===== src/rtl/adc_pkg.sv =====
package adc_pkg;

  typedef enum logic [1:0] {
    MODE_STD    = 2'b00,
    MODE_CAP    = 2'b01,
    MODE_CAP_TA = 2'b10,
    MODE_CAP_TB = 2'b11
  } adc_mode_e;

  function automatic logic mode_is_auto(adc_mode_e m);
    return m != MODE_STD;
  endfunction

  function automatic logic mode_has_tmo_a(adc_mode_e m);
    return m == MODE_CAP_TA;
  endfunction

  function automatic logic mode_has_tmo_b(adc_mode_e m);
    return m == MODE_CAP_TB;
  endfunction

endpackage


===== src/rtl/adc_mode_reg.sv =====
module adc_mode_reg
  import adc_pkg::*;
(
  input  logic      clk,
  input  logic      rst_n,
  input  logic      cnt_en,
  input  logic      mode_wr,
  input  logic [1:0] mode_in,
  output adc_mode_e mode_q
);

  logic wr_ok;

  // the mode may only move while the counter is stopped
  assign wr_ok = mode_wr && !cnt_en;

  always_ff @(posedge clk or negedge rst_n) begin
    if (!rst_n)     mode_q <= MODE_STD;
    else if (wr_ok) mode_q <= adc_mode_e'(mode_in);
  end

endmodule


===== src/rtl/adc_arm_ctrl.sv =====
module adc_arm_ctrl
  import adc_pkg::*;
#(
  parameter int W = 16
)(
  input  logic         clk,
  input  logic         rst_n,
  input  logic         cnt_en,
  input  adc_mode_e    mode,
  input  logic         rollover,
  input  logic         cap_stb,
  input  logic [W-1:0] cap_val,
  input  logic         cmpa_hit,
  input  logic         cmpb_hit,
  input  logic [W-1:0] cnt_val,
  input  logic [W-1:0] cmp_val,
  input  logic [W-1:0] period,
  input  logic         fire,
  output logic         armed,
  output logic [W-1:0] target,
  output logic         cap_ev,
  output logic         tmo_ev,
  output logic         trig_ev,
  output logic         src_is_cap
);

  localparam int SW = W + 1;

  // stamp + delay, folded into 0..period
  function automatic logic [W-1:0] wrap_add(input logic [W-1:0] stamp,
                                            input logic [W-1:0] dly,
                                            input logic [W-1:0] per);
    logic [SW-1:0] sum;
    logic [SW-1:0] per_x;
    sum   = {1'b0, stamp} + {1'b0, dly};
    per_x = {1'b0, per};
    if (sum > per_x) sum = sum - per_x - SW'(1);
    return sum[W-1:0];
  endfunction

  logic         auto_m;
  logic         tmo_src;
  logic [W-1:0] stamp;
  logic [W-1:0] next_target;

  assign auto_m     = mode_is_auto(mode);
  assign tmo_src    = (mode_has_tmo_a(mode) && cmpa_hit) ||
                      (mode_has_tmo_b(mode) && cmpb_hit);
  assign cap_ev     = cnt_en && auto_m && cap_stb;
  assign tmo_ev     = cnt_en && tmo_src && !armed;
  assign trig_ev    = cap_ev || tmo_ev;
  assign src_is_cap = cap_ev;
  assign stamp      = src_is_cap ? cap_val : cnt_val;
  assign next_target = wrap_add(stamp, cmp_val, period);

  always_ff @(posedge clk or negedge rst_n) begin
    if (!rst_n) begin
      armed  <= 1'b0;
      target <= '0;
    end else if (rollover || !auto_m) begin
      armed  <= 1'b0;
    end else if (trig_ev) begin
      armed  <= 1'b1;
      target <= next_target;
    end else if (fire) begin
      armed  <= 1'b0;
    end
  end

endmodule


===== src/rtl/adc_match.sv =====
module adc_match
  import adc_pkg::*;
#(
  parameter int W = 16
)(
  input  logic         clk,
  input  logic         rst_n,
  input  logic         cnt_en,
  input  adc_mode_e    mode,
  input  logic         rollover,
  input  logic         armed,
  input  logic [W-1:0] target,
  input  logic [W-1:0] cnt_val,
  input  logic [W-1:0] cmp_val,
  output logic         fire,
  output logic         std_hit,
  output logic         match_pulse
);

  logic auto_m;

  assign auto_m  = mode_is_auto(mode);
  assign std_hit = !auto_m && cnt_en && (cnt_val == cmp_val);
  assign fire    = auto_m && armed && cnt_en && !rollover && (cnt_val == target);

  always_ff @(posedge clk or negedge rst_n) begin
    if (!rst_n) match_pulse <= 1'b0;
    else        match_pulse <= std_hit || fire;
  end

endmodule


===== src/rtl/auto_delay_cmp.sv =====
module auto_delay_cmp
  import adc_pkg::*;
#(
  parameter int W = 16
)(
  input  logic         clk,
  input  logic         rst_n,
  input  logic         cnt_en,
  input  logic [W-1:0] cnt_val,
  input  logic [W-1:0] period,
  input  logic         cnt_rollover,
  input  logic [W-1:0] cmp_val,
  input  logic         mode_wr,
  input  logic [1:0]   mode_in,
  input  logic         cap_stb,
  input  logic [W-1:0] cap_val,
  input  logic         cmpa_hit,
  input  logic         cmpb_hit,
  output logic [1:0]   mode_q,
  output logic         match_pulse
);

  adc_mode_e    mode;
  logic         armed;
  logic [W-1:0] target;
  logic         cap_ev;
  logic         tmo_ev;
  logic         trig_ev;
  logic         src_is_cap;
  logic         fire;
  logic         std_hit;

  adc_mode_reg u_mode (
    .clk     (clk),
    .rst_n   (rst_n),
    .cnt_en  (cnt_en),
    .mode_wr (mode_wr),
    .mode_in (mode_in),
    .mode_q  (mode)
  );

  adc_arm_ctrl #(.W(W)) u_arm (
    .clk        (clk),
    .rst_n      (rst_n),
    .cnt_en     (cnt_en),
    .mode       (mode),
    .rollover   (cnt_rollover),
    .cap_stb    (cap_stb),
    .cap_val    (cap_val),
    .cmpa_hit   (cmpa_hit),
    .cmpb_hit   (cmpb_hit),
    .cnt_val    (cnt_val),
    .cmp_val    (cmp_val),
    .period     (period),
    .fire       (fire),
    .armed      (armed),
    .target     (target),
    .cap_ev     (cap_ev),
    .tmo_ev     (tmo_ev),
    .trig_ev    (trig_ev),
    .src_is_cap (src_is_cap)
  );

  adc_match #(.W(W)) u_match (
    .clk         (clk),
    .rst_n       (rst_n),
    .cnt_en      (cnt_en),
    .mode        (mode),
    .rollover    (cnt_rollover),
    .armed       (armed),
    .target      (target),
    .cnt_val     (cnt_val),
    .cmp_val     (cmp_val),
    .fire        (fire),
    .std_hit     (std_hit),
    .match_pulse (match_pulse)
  );

  assign mode_q = mode;

endmodule


===== config.mk =====
export PLATFORM = sky130hd
export DESIGN_NAME = auto_delay_cmp
export DESIGN_NICKNAME = d
export VERILOG_FILES = /design/src/rtl/adc_pkg.sv /design/src/rtl/adc_mode_reg.sv /design/src/rtl/adc_arm_ctrl.sv /design/src/rtl/adc_match.sv /design/src/rtl/auto_delay_cmp.sv
export SDC_FILE = /design/constraint.sdc
export NUM_CORES = 1
export LEC_CHECK = 0
export ABC_CLOCK_PERIOD_IN_PS = 12590
export BUFFER_PORTS_ARGS = -buffer_cell sky130_fd_sc_hd__buf_2
export CELL_PAD_IN_SITES_DETAIL_PLACEMENT = 1
export CELL_PAD_IN_SITES_GLOBAL_PLACEMENT = 1
export CORE_UTILIZATION = 43
export CTS_CLUSTER_SIZE = 16
export DETAILED_ROUTE_END_ITERATION = 10
export PLACE_DENSITY_LB_ADDON = 0.1
export SYNTH_ARGS = -nofsm -noshare
export SYNTH_HDL_FRONTEND = slang
export SYNTH_SLANG_ARGS = --single-unit

===== constraint.sdc =====
create_clock -name clk -period 12.59 [get_ports clk]
set_input_delay 1.8885 -clock clk [delete_from_list [all_inputs] [get_ports clk]]
set_output_delay 1.8885 -clock clk [all_outputs]
set_load 0.01 [all_outputs]

# Word level (Yosys, flattened, before mapping)
# Index checks and enable logic that the tools add are counted.
dict set report classes {
  addsub 3
  div_mod_pow 0
  magnitude_cmp 1
  multipliers 0
  bitwise 1
  eq_ne 4
  n_mux 5
  n_shift 0
  n_reduce_logical 24
}
# op count
set op_table {}
lappend op_table {{$eq 16x16->1} 2}
lappend op_table {{$mux 16} 2}
lappend op_table {{$add 16x16->17} 1}
lappend op_table {{$gt 17x16->1} 1}
lappend op_table {{$sub 16x1->16 const B} 1}
lappend op_table {{$sub 16x16->16} 1}
lappend op_table {{$logic_and 1x1->1} 13}
lappend op_table {{$eq 2x2->1 const B} 2}
lappend op_table {{$logic_not 1->1} 4}
lappend op_table {{$logic_or 1x1->1} 4}
lappend op_table {{$mux 1} 3}
lappend op_table {{$reduce_bool 3->1} 1}
lappend op_table {{$reduce_and 2->1} 1}
lappend op_table {{$reduce_bool 2->1} 1}
lappend op_table {{$not 1->1} 1}
dict set report word_totals {
  latchBits 0
  word_cells 42
  ramBits 0
  output_inout_bits 3
  mem_bits_ro 0
  memories 0
  in_bits 74
  regBits 20
}

# Depth between registers and ports, before layout
# Gate-level depths: netlist of the first run.
dict set report depth {
  depth_word 8
  depth_mapped 21
  mapped_depth_nobuf 20
}

# Hierarchy
# Synthesis of the first run repeated with hierarchy kept, for this count alone.
dict set report hier_totals {
  cells_unflattened 439
  area_unflattened_um2 3244.4
}
# module n_inst area_each_um2 seq_area_each_um2 cells_each
set modules_own_cells {}
lappend modules_own_cells {adc_arm_ctrl 1 2742.6 425.4 386}
lappend modules_own_cells {adc_match 1 407.9 25.0 48}
lappend modules_own_cells {adc_mode_reg 1 93.8 50.0 5}

# Least setup slack after synthesis of the first run
# OpenSTA, ideal clock, no wires.
dict set report synth_timing {
  kind {input-to-reg}
  startpoint {input port cap_stb}
  endpoint {register u_arm.target[14]}
  setup_time_ns 0.125
  t_required_ns 12.465
  arrival_time_ns 6.011
  path_buffers 1
  path_slack_ns 6.454
  stages 20
  path_cell_list {o211ai_1 -> clkbuf_1 -> mux2_1 -> ha_1 -> and3_1 -> a21oi_1 -> o311ai_1 -> a31oi_1 -> o21ba_1 -> o21bai_1 -> xor2_1 -> ha_1 -> o21ai_1 -> nand2b_1 -> a21oi_1 -> a31oi_1 -> a221oi_2 -> o211ai_4 -> mux2_4 -> mux2_2}
}
dict set report synth_between {
  elab_chain_cells 6
}
# item line
set synth_rtl {}
lappend synth_rtl {{start, declared} auto_delay_cmp.sv:15} ;# input logic cap_stb,
lappend synth_rtl {{$logic_and 1x1->1 *} adc_arm_ctrl.sv:49} ;# assign cap_ev = cnt_en && auto_m && cap_stb;
lappend synth_rtl {{$mux 16} adc_arm_ctrl.sv:53} ;# assign stamp = src_is_cap ? cap_val : cnt_val;
lappend synth_rtl {{$add 16x16->17} adc_arm_ctrl.sv:35} ;# sum = {1'b0, stamp} + {1'b0, dly};
lappend synth_rtl {{$sub 16x16->16} adc_arm_ctrl.sv:37} ;# if (sum > per_x) sum = sum - per_x - SW'(1);
lappend synth_rtl {{$sub 16x1->16} adc_arm_ctrl.sv:37}
lappend synth_rtl {{$mux 16} adc_arm_ctrl.sv:37}
lappend synth_rtl {{end signal, assigned} adc_arm_ctrl.sv:64} ;# target <= next_target;
lappend synth_rtl {{end, declared} adc_arm_ctrl.sv:20} ;# output logic [W-1:0] target,
# Mark *: on every way between the ends. The rest lies on a longest branch, timed or not.
# A chain may end at the register's enable or synchronous reset.

# Worst setup path after layout of the first run
dict set report layout_timing {
  startpoint {input port cnt_en}
  endpoint {register u_arm.target[14]}
}
dict set report layout_between {
  elab_chain_cells 7
}
# item line
set layout_rtl {}
lappend layout_rtl {{start, declared} auto_delay_cmp.sv:8} ;# input logic cnt_en,
lappend layout_rtl {{$logic_and 1x1->1 (2 in a row)} adc_arm_ctrl.sv:49}
lappend layout_rtl {{$mux 16} adc_arm_ctrl.sv:53}
lappend layout_rtl {{$add 16x16->17} adc_arm_ctrl.sv:35}
lappend layout_rtl {{$sub 16x16->16} adc_arm_ctrl.sv:37}
lappend layout_rtl {{$sub 16x1->16} adc_arm_ctrl.sv:37}
lappend layout_rtl {{$mux 16} adc_arm_ctrl.sv:37}
# Parallel ways exist; a longest one is shown, timed or not.

==> results by group, run 1 <==
Worst hold path
  • Hold depth: 2
  • Hold EP: u_arm.target[1]$_DFFE_PN0P_
  • Hold_sp: u_arm.target[1]$_DFFE_PN0P_
  • Min-Delay Path Class: reg2reg

Worst setup path
  • WP data required: between 10000 and 15000 ps
  • Startpoint Class: primary input
  • Crit-path slowest cell: mux2_4
  • Critical path endpoint category: flop
  • Cell Chain, Critical Path: buf_2 > o211ai_1 > buf_4 > mux2_2 > ha_1 > o21a_1 > a21boi_1 > o311ai_1 > a31oi_1 > o21ba_1 > o21bai_1 > xor2_1 > ha_1 > o21ai_1 > nand2b_1 > a21oi_1 > a31oi_1 > a221oi_2 > o211ai_4 > mux2_4 > mux2_2
  • Reg2Reg Depth: 20
  • Arr. time, crit path: around 6600 ps
  • WS Path Type: in2reg
  • Flop2flop setup slack: 7320 ps
  • Worst r2r src: u_mode.mode_q[1]$_DFFE_PN0P_
  • Max FO, Critical Path: 17
  • Crit-path max cell delay: approximately 370 ps
  • Reg2reg end: u_arm.target[14]$_DFFE_PN0P_

Yosys
  • Synth top area share: ~16%
  • Most used DFF post-synth: dfrtp_1
  • Register area share after synthesis: 16.3%
  • EDFF count, synth: 0
  • Post-synth top area cell: dfrtp_1
  • Synthesis Warnings: 0
  • Synth Cell Area: about 0.0031 sq mm
  • Post-Syn Nets: 482
  • Avg Cell Area, Syn: ~8.3 sq um
  • Post-synthesis register bit count: 20
  • Post-synth cell types: 55
  • Syn Inst Count: about 370
  • Synth async-reset ratio: 100%
  • Ranking of synthesized cells by area: dfrtp_1 (16%), ha_1 (14%), xnor2_1 (10%), xor2_1 (5.4%), mux2i_1 (4.6%)

Place
  • IO Port Bufs: between 70 and 80
  • GPL Wtd Cong: roughly 0.9
  • Detailed Place HPWL: between 8000 and 9000 um

Power
  • Reg power frac: between 20% and 30%
  • Final Total Pwr: slightly above 0.5 mW
  • Sw Ratio: about 47%
  • Maximum vdd drop: ~0.053 mV
  • Leak Pwr: 1.78 nW
  • Pwr Density: about 140 mW/mm^2
  • Clk network pwr share: 10.5%
  • Sw power: 0.241 mW
  • Comb pwr share: roughly two thirds
  • Pint: around 0.27 mW

Clock network
  • Post-CTS Setup Bufs: 0
  • Clk_lat worst skew: 270 ps
  • TritonCTS buffer count: 3
  • CTS tree: built
  • H-tree depth: 1
  • Clk slew on worst S/H paths: 90 ps
  • CTS Root Cell: clkbuf_8
  • Hold_buf cts: 0
  • Post_cts resized: 0
  • Clock Path Buffers: 2
  • TritonCTS Sinks: 20

Floorplan
  • Row cnt: 30
  • Core area: 0.00683 sq mm
  • Die ar.: 0.00748 sq mm
  • Initial Util: about 45%
  • Width of the chip: 86.5 um
  • I/O pin total: 77
  • Die height: slightly below 90 um

Timing
  • Max Slew Vio Count: 0
  • Worst Skew: approximately 1.1 ps
  • Slew @ Worst Pin: between 1000 and 1500 ps
  • Final worst path period need: between 6000 and 7000 ps
  • RSZ-0062 raised after global routing: false
  • Fin crit share: between 50% and 60%
  • Relative slew slack: 26.2%
  • Setup violations, final: 0
  • Final Hold Vio Count: 0
  • Post-route setup TNS: 0 ps
  • Fmax: 0.155 GHz

Global routing
  • Largest net degree at the start of global routing: 34
  • Tot GR Track Use: ~26%
  • Initial antenna violation count: 0
  • Total overflow reported by the global router: 0
  • Vias in the first global route: ~3100
  • First-pass GRT wire length: ~15000 um

Layout
  • Area grow syn2layout: 17.2%
  • FILL cells: ~900
  • Antenna cells: 0
  • Layout cell share with drive strength beyond 1: between 20% and 30%
  • Layout net count: ~560

Status
  • Status: complete, no violations

Drt
  • DRC: 0
  • WL/cell: 17.2 um
  • Antenna-violating nets left: 0
  • Via count: approximately 3000
  • Final WL: about 9300 um
  • DR pass1 iterations: 6
  • Vias per cell: around 5.5
  • DRT iter0 DRCs: 84

Flow run
  • Max-Cap Viols: 0
==> cell usage in the layout (no fill, tap or decap), types with 2 or more instances in the layout <==
master,netlist,routed
xnor2_1,35,35
nand3b_1,3,3
o21a_1,2,2
o221ai_1,2,2
nand2_1,32,32
ha_1,34,34
fa_1,2,2
a21o_1,11,11
nor2_1,19,19
clkbuf_8,0,4
nor3_1,7,7
mux2i_1,14,14
or2_2,2,2
a21oi_1,18,18
nor4_1,4,4
a41oi_1,3,3
and3_1,3,3
or3_1,2,2
mux2_1,11,11
mux2_2,9,9
nand2b_1,2,2
nor2b_1,3,3
o31ai_1,2,2
o21ai_1,19,19
nand3_1,7,7
dfrtp_1,20,20
o21bai_1,2,2
o21ai_0,7,7
a21boi_1,2,2
a31oi_1,6,6
nand4_1,8,8
a211oi_1,3,3
buf_2,0,76
xor2_1,19,19
o22ai_1,2,2
inv_1,31,31
==> cell type report <==
| cell class | instances | area [sq um] | share of cell area [%] |
|---|---|---|---|
| Clock buffer | 4 | 55.1 | 1.53 |
| Sequential cell | 20 | 500 | 13.9 |
| Tap cell | 96 | 120 | 3.34 |
| Multi-Input combinational cell | 314 | 2420 | 67.2 |
| Inverter | 31 | 116 | 3.23 |
| Timing Repair Buffer | 77 | 388 | 10.8 |
==> worst max-delay path by stage <==
stage	cells after the start	from	to	slack, ps
after floorplan	20	cap_stb	u_arm.target[14]$_DFFE_PN0P_	6450
after global placement	21	cnt_en	u_arm.target[14]$_DFFE_PN0P_	6050
after detailed placement	21	cnt_en	u_arm.target[14]$_DFFE_PN0P_	5870
after CTS	21	cnt_en	u_arm.target[14]$_DFFE_PN0P_	6160
after global routing	20	cnt_en	u_arm.target[14]$_DFFE_PN0P_	5710
final	21	cnt_en	u_arm.target[14]$_DFFE_PN0P_	6120
==> sequential cells by signal, indices dropped and copies added, names as in the netlist <==
signal and flops:
u_mode.mode_q 2, u_arm.armed 1, u_match.match_pulse 1, u_arm.target 16
==> cells in the mapped netlist (4+ instances only) <==
| library cell | n |
|---|---|
| xnor2_1 | 35 |
| ha_1 | 34 |
| nand2_1 | 32 |
| inv_1 | 31 |
| dfrtp_1 | 20 |
| nor2_1 | 19 |
| o21ai_1 | 19 |
| xor2_1 | 19 |
| a21oi_1 | 18 |
| mux2i_1 | 14 |
| a21o_1 | 11 |
| mux2_1 | 11 |
| mux2_2 | 9 |
| nand4_1 | 8 |
| nand3_1 | 7 |
| nor3_1 | 7 |
| o21ai_0 | 7 |
| a31oi_1 | 6 |
| clkbuf_1 | 6 |
| nor4_1 | 4 |
==> stage by stage <==
stage | cells | area (sq um) | utilization [%] | setup WS (ps) | hold slack, ps
after floorplan | 372 | 3070 | - | 6450 | 456
after global placement | 538 | 3540 | 51.9 | 6050 | 471
after detailed placement | 538 | 3540 | 51.9 | 5870 | 487
after CTS | 542 | 3600 | 52.7 | 6160 | 513
after global routing | 542 | 3600 | 52.7 | 5710 | 552
final | 542 | 3600 | 52.7 | 6120 | 506
==> cell families (layout without fill, tap and decap cells) <==
group / count (synthesis) / count (layout) / share of synthesized area [%]
and+or+nand+nor: 95 / 95 / 15.0
DFF: 20 / 20 / 16.3
buffers and inverters: 38 / 112 / 4.89
AOI/OAI and AO/OA: 94 / 94 / 20.9
muxes: 35 / 35 / 12.4
xor gates and xnor gates: 54 / 54 / 15.4
adders and majority gates: 36 / 36 / 15.2
==> metal layers <==
layer	global-route usage, %	vias to the layer above	part of all wire (%)
met2	47.4	62	49
li1	-	1494	-
met3	2.00	11	3.5
met4	4.70	0	1.1
met5	0	-	0
met1	33.7	1423	47
==> power groups by stage <==
stage	clock, mW	combinational [mW]	sequential (mW)
6_report	0.0533	0.344	0.111
5_1_grt	0.0566	0.380	0.115
4_1_cts	0.0535	0.344	0.112
3_5_place_dp	0	0.341	0.113
3_3_place_gp	0	0.331	0.112
2_1_floorplan	0	0.252	0.107
==> critical path: cells and delay by family <==
kind                       cells  cell delay (ps)
adders and majority gates      2              700
xor gates and xnor gates       1              280
AOI/OAI and AO/OA             12             2260
buffers and inverters          2              410
and+or+nand+nor                1               90
muxes                          3              980
No activity file was read; power rests on OpenSTA's default activity.
==> run 2: changes to the inputs <==
- ABC_AREA: default -> 1
- ABC_CLOCK_PERIOD_IN_PS: 12590 -> 6650
- CORE_UTILIZATION: 43 -> 38
- clock period: 12.59 -> 6.65 ns (I/O delays scaled with it)
==> results by group, run 2 <==
Worst setup path
  • Max FO, Critical Path: 29
  • Arr. time, crit path: 5780 ps
  • Critical Path Source: cnt_en
  • Startpoint Class: primary input
  • Worst r2r src: u_mode.mode_q[0]$_DFFE_PN0P_
  • Reg2Reg Depth: 24
  • WS Path Type: in2reg
  • Critical path endpoint category: flop
  • WP data required: roughly 6800 ps

Yosys
  • Avg Cell Area, Syn: 6.04 sq um
  • Most common cell in the synthesized netlist: nand2_1
  • Post-synth top area cell: nand2_1
  • Register area share after synthesis: about 15%
  • Post-Syn Nets: roughly 670
  • Most used DFF post-synth: dfrtp_1
  • Synth top area share: 18.3%
  • Synth Cell Area: ~0.0034 sq mm
  • Top cells by count, synth: nand2_1 (165), inv_1 (107), nand3_1 (58)
  • Ranking of synthesized cells by area: nand2_1 (18%), dfrtp_1 (15%), ha_1 (13%), inv_1 (12%), nand3_1 (8.6%)
  • Synth async-reset ratio: 100%
  • Syn Inst Count: 562
  • Post-synth cell types: 40
  • EDFF count, synth: 0
  • Post-synthesis register bit count: 20
  • Synthesis Warnings: 0

Drt
  • WL/cell: ~16 um
  • Vias per cell: 5.10
  • Antenna-violating nets left: 0
  • Final WL: approximately 12000 um
  • DRT iter0 DRCs: 91
  • Via count: approximately 3800
  • DRC: 0
  • DR pass1 iterations: 4

Clock network
  • Post-CTS Setup Bufs: 0
  • Clock Path Buffers: 2
  • TritonCTS Sinks: 20
  • TritonCTS buffer count: 3
  • Clk slew on worst S/H paths: approximately 80 ps
  • CTS tree: built
  • CTS Root Cell: clkbuf_8
  • H-tree depth: 1
  • Hold_buf cts: 0
  • Clk_lat worst skew: 260 ps
  • Post_cts resized: 0

Timing
  • Final worst path period need: 5640 ps
  • Setup violations, final: 0
  • Final Hold Vio Count: 0
  • Relative slew slack: a little under half
  • Slew @ Worst Pin: 780 ps
  • Worst Skew: approximately 4 ps
  • Worst Hold Slack: around 500 ps
  • Post-route setup TNS: 0 ps
  • Fmax: roughly 0.18 GHz
  • Max Slew Vio Count: 0
  • Fin crit share: between 80 and 90%
  • RSZ-0062 raised after global routing: false

Layout
  • FILL cells: 1231
  • Area grow syn2layout: 16.0%
  • Commonest cells after routing, fill and taps aside: nand2_1 (165), inv_1 (107), buf_2 (76)
  • Antenna cells: 0
  • Largest register FFs: 16
  • Largest register by flop count: u_arm.target
  • Most common cell after layout, fill and taps aside: nand2_1
  • Regs by FF count: u_arm.target (16), u_mode.mode_q (2)
  • FF+latch area: around 500 sq um
  • Multi-input logic area: between 0.002 and 0.0025 sq mm
  • Layout net count: 745
  • Layout cell share with drive strength beyond 1: about 16%

Floorplan
  • Width of the chip: slightly below 100 um
  • Core area: ~0.0087 sq mm
  • Row cnt: 34
  • Initial Util: roughly two fifths
  • I/O pin total: 77
  • Die height: 96.5 um
  • Die ar.: 0.00931 sq mm

Global routing
  • Largest net degree at the start of global routing: 30
  • First-pass GRT wire length: between 15000 and 20000 um
  • Tot GR Track Use: a little over a quarter
  • Initial antenna violation count: 0
  • Vias in the first global route: between 3000 and 4000
  • Total overflow reported by the global router: 0

Power
  • Pwr Density: between 200 and 300 mW/mm^2
  • Maximum vdd drop: ~0.1 mV
  • Leak Pwr: ~2.3 nW

Flow run
  • Max-Cap Viols: 0

Place
  • Detailed Place HPWL: 10500 um
  • GPL Wtd Cong: about 0.93
  • IO Port Bufs: 76

Worst hold path
  • Min-Delay Path Class: reg2reg
  • Hold_sp: u_arm.target[6]$_DFFE_PN0P_
  • Hold depth: 2

Status
  • Status: complete, no violations
run 2: final timing paths:
check | to | slack (ps)
max in group asynchronous | u_arm.target[3]$_DFFE_PN0P_ | 5670
setup reg to reg | u_arm.target[2]$_DFFE_PN0P_ | 1270
hold reg to reg | u_arm.target[6]$_DFFE_PN0P_ | 500
hold / removal | u_arm.target[6]$_DFFE_PN0P_ | 500
setup / recovery | u_arm.target[2]$_DFFE_PN0P_ | 1010
min in group asynchronous | u_arm.target[13]$_DFFE_PN0P_ | 670
run 2: report_power, final:
| group | internal (mW) | switching [mW] | total (mW) |
|---|---|---|---|
| logic | 0.254 | 0.435 | 0.689 |
| registers | 0.171 | 0.0462 | 0.218 |
| clock network | 0.0804 | 0.0409 | 0.121 |
run 2: logic make-up after synthesis:
group | Yosys count | synth area share, %
AO/OA/AOI/OAI | 80 | 14.2
buffers and inverters | 115 | 13.1
flip-flops | 20 | 14.7
multiplexers | 2 | 0.664
adder cells (fa/ha/maj) | 36 | 13.7
AND/OR/NAND/NOR | 277 | 35.3
XOR/XNOR | 32 | 8.26
run 2: final cells by class:
| class | count | area share [%] |
|---|---|---|
| Clock inverter | 1 | 0.763 |
| Inverter | 107 | 10.2 |
| Clock buffer | 3 | 1.05 |
| Tap cell | 108 | 3.43 |
| Sequential cell | 20 | 12.7 |
| Multi-Input combinational cell | 427 | 62.2 |
| Timing Repair Buffer | 76 | 9.66 |
run 2: metrics by stage:
| stage | utilization, % | area, sq um | total power [mW] | setup slack, ps | instances |
|---|---|---|---|---|---|
| floorplan | - | 3390 | 0.706 | 2090 | 562 |
| global placement | 44.5 | 3860 | 0.889 | 878 | 738 |
| detailed placement | 44.5 | 3860 | 0.907 | 785 | 738 |
| CTS | 45.4 | 3940 | 1.03 | 1050 | 742 |
| global route | 45.4 | 3940 | 1.14 | 545 | 742 |
| finish | 45.4 | 3940 | 1.03 | 1010 | 742 |
run 2: worst max-delay path, cell delays in order:
cell     delay, ps
buf_2          100
nand3_1        150
inv_1          620
nand2_1        140
o21ai_0        130
ha_1           220
inv_1           60
fa_1           420
o21ai_2        230
nand2_1        100
nand3_2        130
nand2_1         80
nand2_1        100
xor2_1         280
inv_1           90
ha_1           360
nand2_1         90
nor4_1         420
nand4_2        440
nand2_4        330
nand2_1         80
nand3_1        120
nand2_1         80
run 2: per-layer routing:
layer	vias to the layer above	wire, um	global-route usage [%]
li1	1944	-	-
met1	1736	5450	32.0
met2	87	5730	48.9
met3	20	378	1.25
met4	0	338	7.72
met5	-	0	0
==> run 3: changes to the inputs <==
- ABC_AREA: 1 -> 0
- ABC_CLOCK_PERIOD_IN_PS: 6650 -> 5100
- CORE_UTILIZATION: 38 -> 36
- clock period: 6.65 -> 5.1 ns (I/O delays scaled with it)
==> results by group, run 3 (synthesis results as in run 1) <==
Global routing
  • Tot GR Track Use: a little under a quarter
  • Largest net degree at the start of global routing: 34
  • Initial antenna violation count: 0
  • Vias in the first global route: 3178
  • First-pass GRT wire length: 15700 um
  • Total overflow reported by the global router: 0

Power
  • Sw power: slightly above 0.6 mW
  • Comb pwr share: between 60 and 70%
  • Sw Ratio: roughly 45%
  • Maximum vdd drop: 0.120 mV
  • Pint: between 0.7 and 0.8 mW
  • Clk network pwr share: under 10%
  • Pwr Density: 346 mW/mm^2
  • Leak Pwr: ~2.0 nW
  • Reg power frac: a little over a fifth
  • Final Total Pwr: about 1.4 mW

Worst setup path
  • Max FO, Critical Path: 5
  • Critical path endpoint category: flop
  • Arr. time, crit path: 5090 ps
  • Crit-path max cell delay: between 300 and 400 ps
  • WS Path Type: in2reg
  • Cell Chain, Critical Path: buf_2 > o211ai_1 > buf_4 > buf_4 > mux2_2 > ha_1 > a211o_1 > a21boi_2 > o311ai_2 > a31oi_1 > o21ba_1 > o21bai_1 > xor2_1 > ha_1 > o21ai_2 > nand2b_1 > a21oi_2 > a31oi_1 > a221oi_2 > o211ai_4 > mux2_4 > mux2_2
  • Reg2reg end: u_arm.target[14]$_DFFE_PN0P_
  • Flop2flop setup slack: about 250 ps
  • Crit-path slowest cell: ha_1
  • WP data required: between 5000 and 6000 ps
  • Reg2Reg Depth: 21
  • Critical Path Source: cap_stb
  • Startpoint Class: primary input
  • Worst r2r src: u_mode.mode_q[1]$_DFFE_PN0P_

Clock network
  • Clk slew on worst S/H paths: around 80 ps
  • TritonCTS Sinks: 20
  • CTS Root Cell: clkbuf_8
  • Clock Path Buffers: 2
  • TritonCTS buffer count: 3
  • H-tree depth: 1
  • CTS tree: built
  • Hold_buf cts: 0
  • Clk_lat worst skew: approximately 270 ps

Layout
  • Antenna cells: 0
  • Cell Count, Final, Fillers Out: approximately 600
  • Most common cell after layout, fill and taps aside: buf_2
  • Final instance area: between 0.003 and 0.004 sq mm
  • Largest register by flop count: u_arm.target
  • Fin util: a little under half
  • Regs by FF count: u_arm.target (16), u_mode.mode_q (2)
  • FILL cells: around 1000
  • Layout cell share with drive strength beyond 1: 29.4%
  • Layout net count: a little under 600
  • FF+latch area: between 500 and 600 sq um
  • Commonest cells after routing, fill and taps aside: buf_2 (76), xnor2_1 (35), ha_1 (34)
  • Largest register FFs: 16
  • Area grow syn2layout: 28.4%
  • Multi-input logic area: roughly 0.0025 sq mm

Drt
  • Antenna-violating nets left: 0
  • Final WL: 10100 um
  • DRC: 0
  • Via count: about 3100
  • DRT iter0 DRCs: 80
  • DR pass1 iterations: 4
  • WL/cell: around 17 um
  • Vias per cell: roughly 5.3

Timing
  • Slew @ Worst Pin: roughly 1100 ps
  • Worst Skew: ~4.5 ps
  • Final Hold Vio Count: 0
  • Fin crit share: between 90% and 100%
  • Fmax: 0.202 GHz
  • Setup violations, final: 0
  • Post-route setup TNS: 0 ps
  • Relative slew slack: 28.9%
  • PnR worst setup slack: ~150 ps
  • Final worst path period need: between 4000 and 5000 ps
  • Worst Hold Slack: 454 ps
  • Max Slew Vio Count: 0

Flow run
  • Max-Cap Viols: 0

Status
  • Status: complete, no violations

Place
  • Pre-CTS WS: -320 ps
  • Detailed Place HPWL: around 8500 um
  • IO Port Bufs: 76
  • GPL Wtd Cong: roughly 0.85
  • Cells after DPL: approximately 570
  • Dpl cell area: ~0.0038 sq mm

Floorplan
  • Die height: around 94 um
  • I/O pin total: 77
  • Row cnt: 33
  • Core area: roughly 0.0082 sq mm
  • Die ar.: approximately 0.0089 sq mm
  • Initial Util: a little under two fifths
  • Width of the chip: approximately 94 um

Worst hold path
  • Min-Delay Path Class: in2async
run 3: power groups by stage:
| stage | sequential [mW] | combinational, mW | clock (mW) |
|---|---|---|---|
| after floorplan | 0.264 | 0.621 | 0 |
| after global placement | 0.286 | 0.882 | 0 |
| after detailed placement | 0.288 | 0.898 | 0 |
| after CTS | 0.285 | 0.905 | 0.131 |
| after global routing | 0.294 | 1.05 | 0.139 |
| final | 0.286 | 0.953 | 0.127 |
run 3: repair_timing:
action / in CTS / in global routing
gates resized for setup: 0 / 12
endpoints found under the setup margin: 3 / 16
pin swaps: 1 / 10
cloned: 0 / 1
setup buffers: 2 / 4
run 3: area by class of cell:
| class | count | area share [%] |
|---|---|---|
| Multi-Input combinational cell | 314 | 62.7 |
| Timing Repair Buffer | 110 | 17.0 |
| Inverter | 31 | 2.95 |
| Sequential cell | 20 | 12.7 |
| Tap cell | 105 | 3.33 |
| Clock buffer | 4 | 1.40 |
run 3: layer usage:
layer  vias to the layer above  share of wire (%)  track usage, %
met1                      1481                 47            30.3
met2                        57                 49            40.9
met3                         7                3.2            1.69
li1                       1558                  -               -
met5                         -                  0               0
met4                         0               0.90            3.59
run 3: worst max path at each step:
stage,end,slack [ps],cells past startpoint
after floorplan,u_arm.target[14]$_DFFE_PN0P_,90,20
after global placement,u_arm.target[14]$_DFFE_PN0P_,-160,18
after detailed placement,u_arm.target[14]$_DFFE_PN0P_,-320,18
after CTS,u_arm.target[1]$_DFFE_PN0P_,30,21
after global routing,u_arm.target[1]$_DFFE_PN0P_,-50,23
final,u_arm.target[14]$_DFFE_PN0P_,150,22
run 3: critical path, delay by kind of cell:
kind | cells | cell delay (ps)
AND/OR/NAND/NOR | 1 | 110
XOR/XNOR | 1 | 190
adder cells (fa/ha/maj) | 2 | 650
AO/OA/AOI/OAI | 12 | 2050
buffers and inverters | 3 | 400
multiplexers | 3 | 920
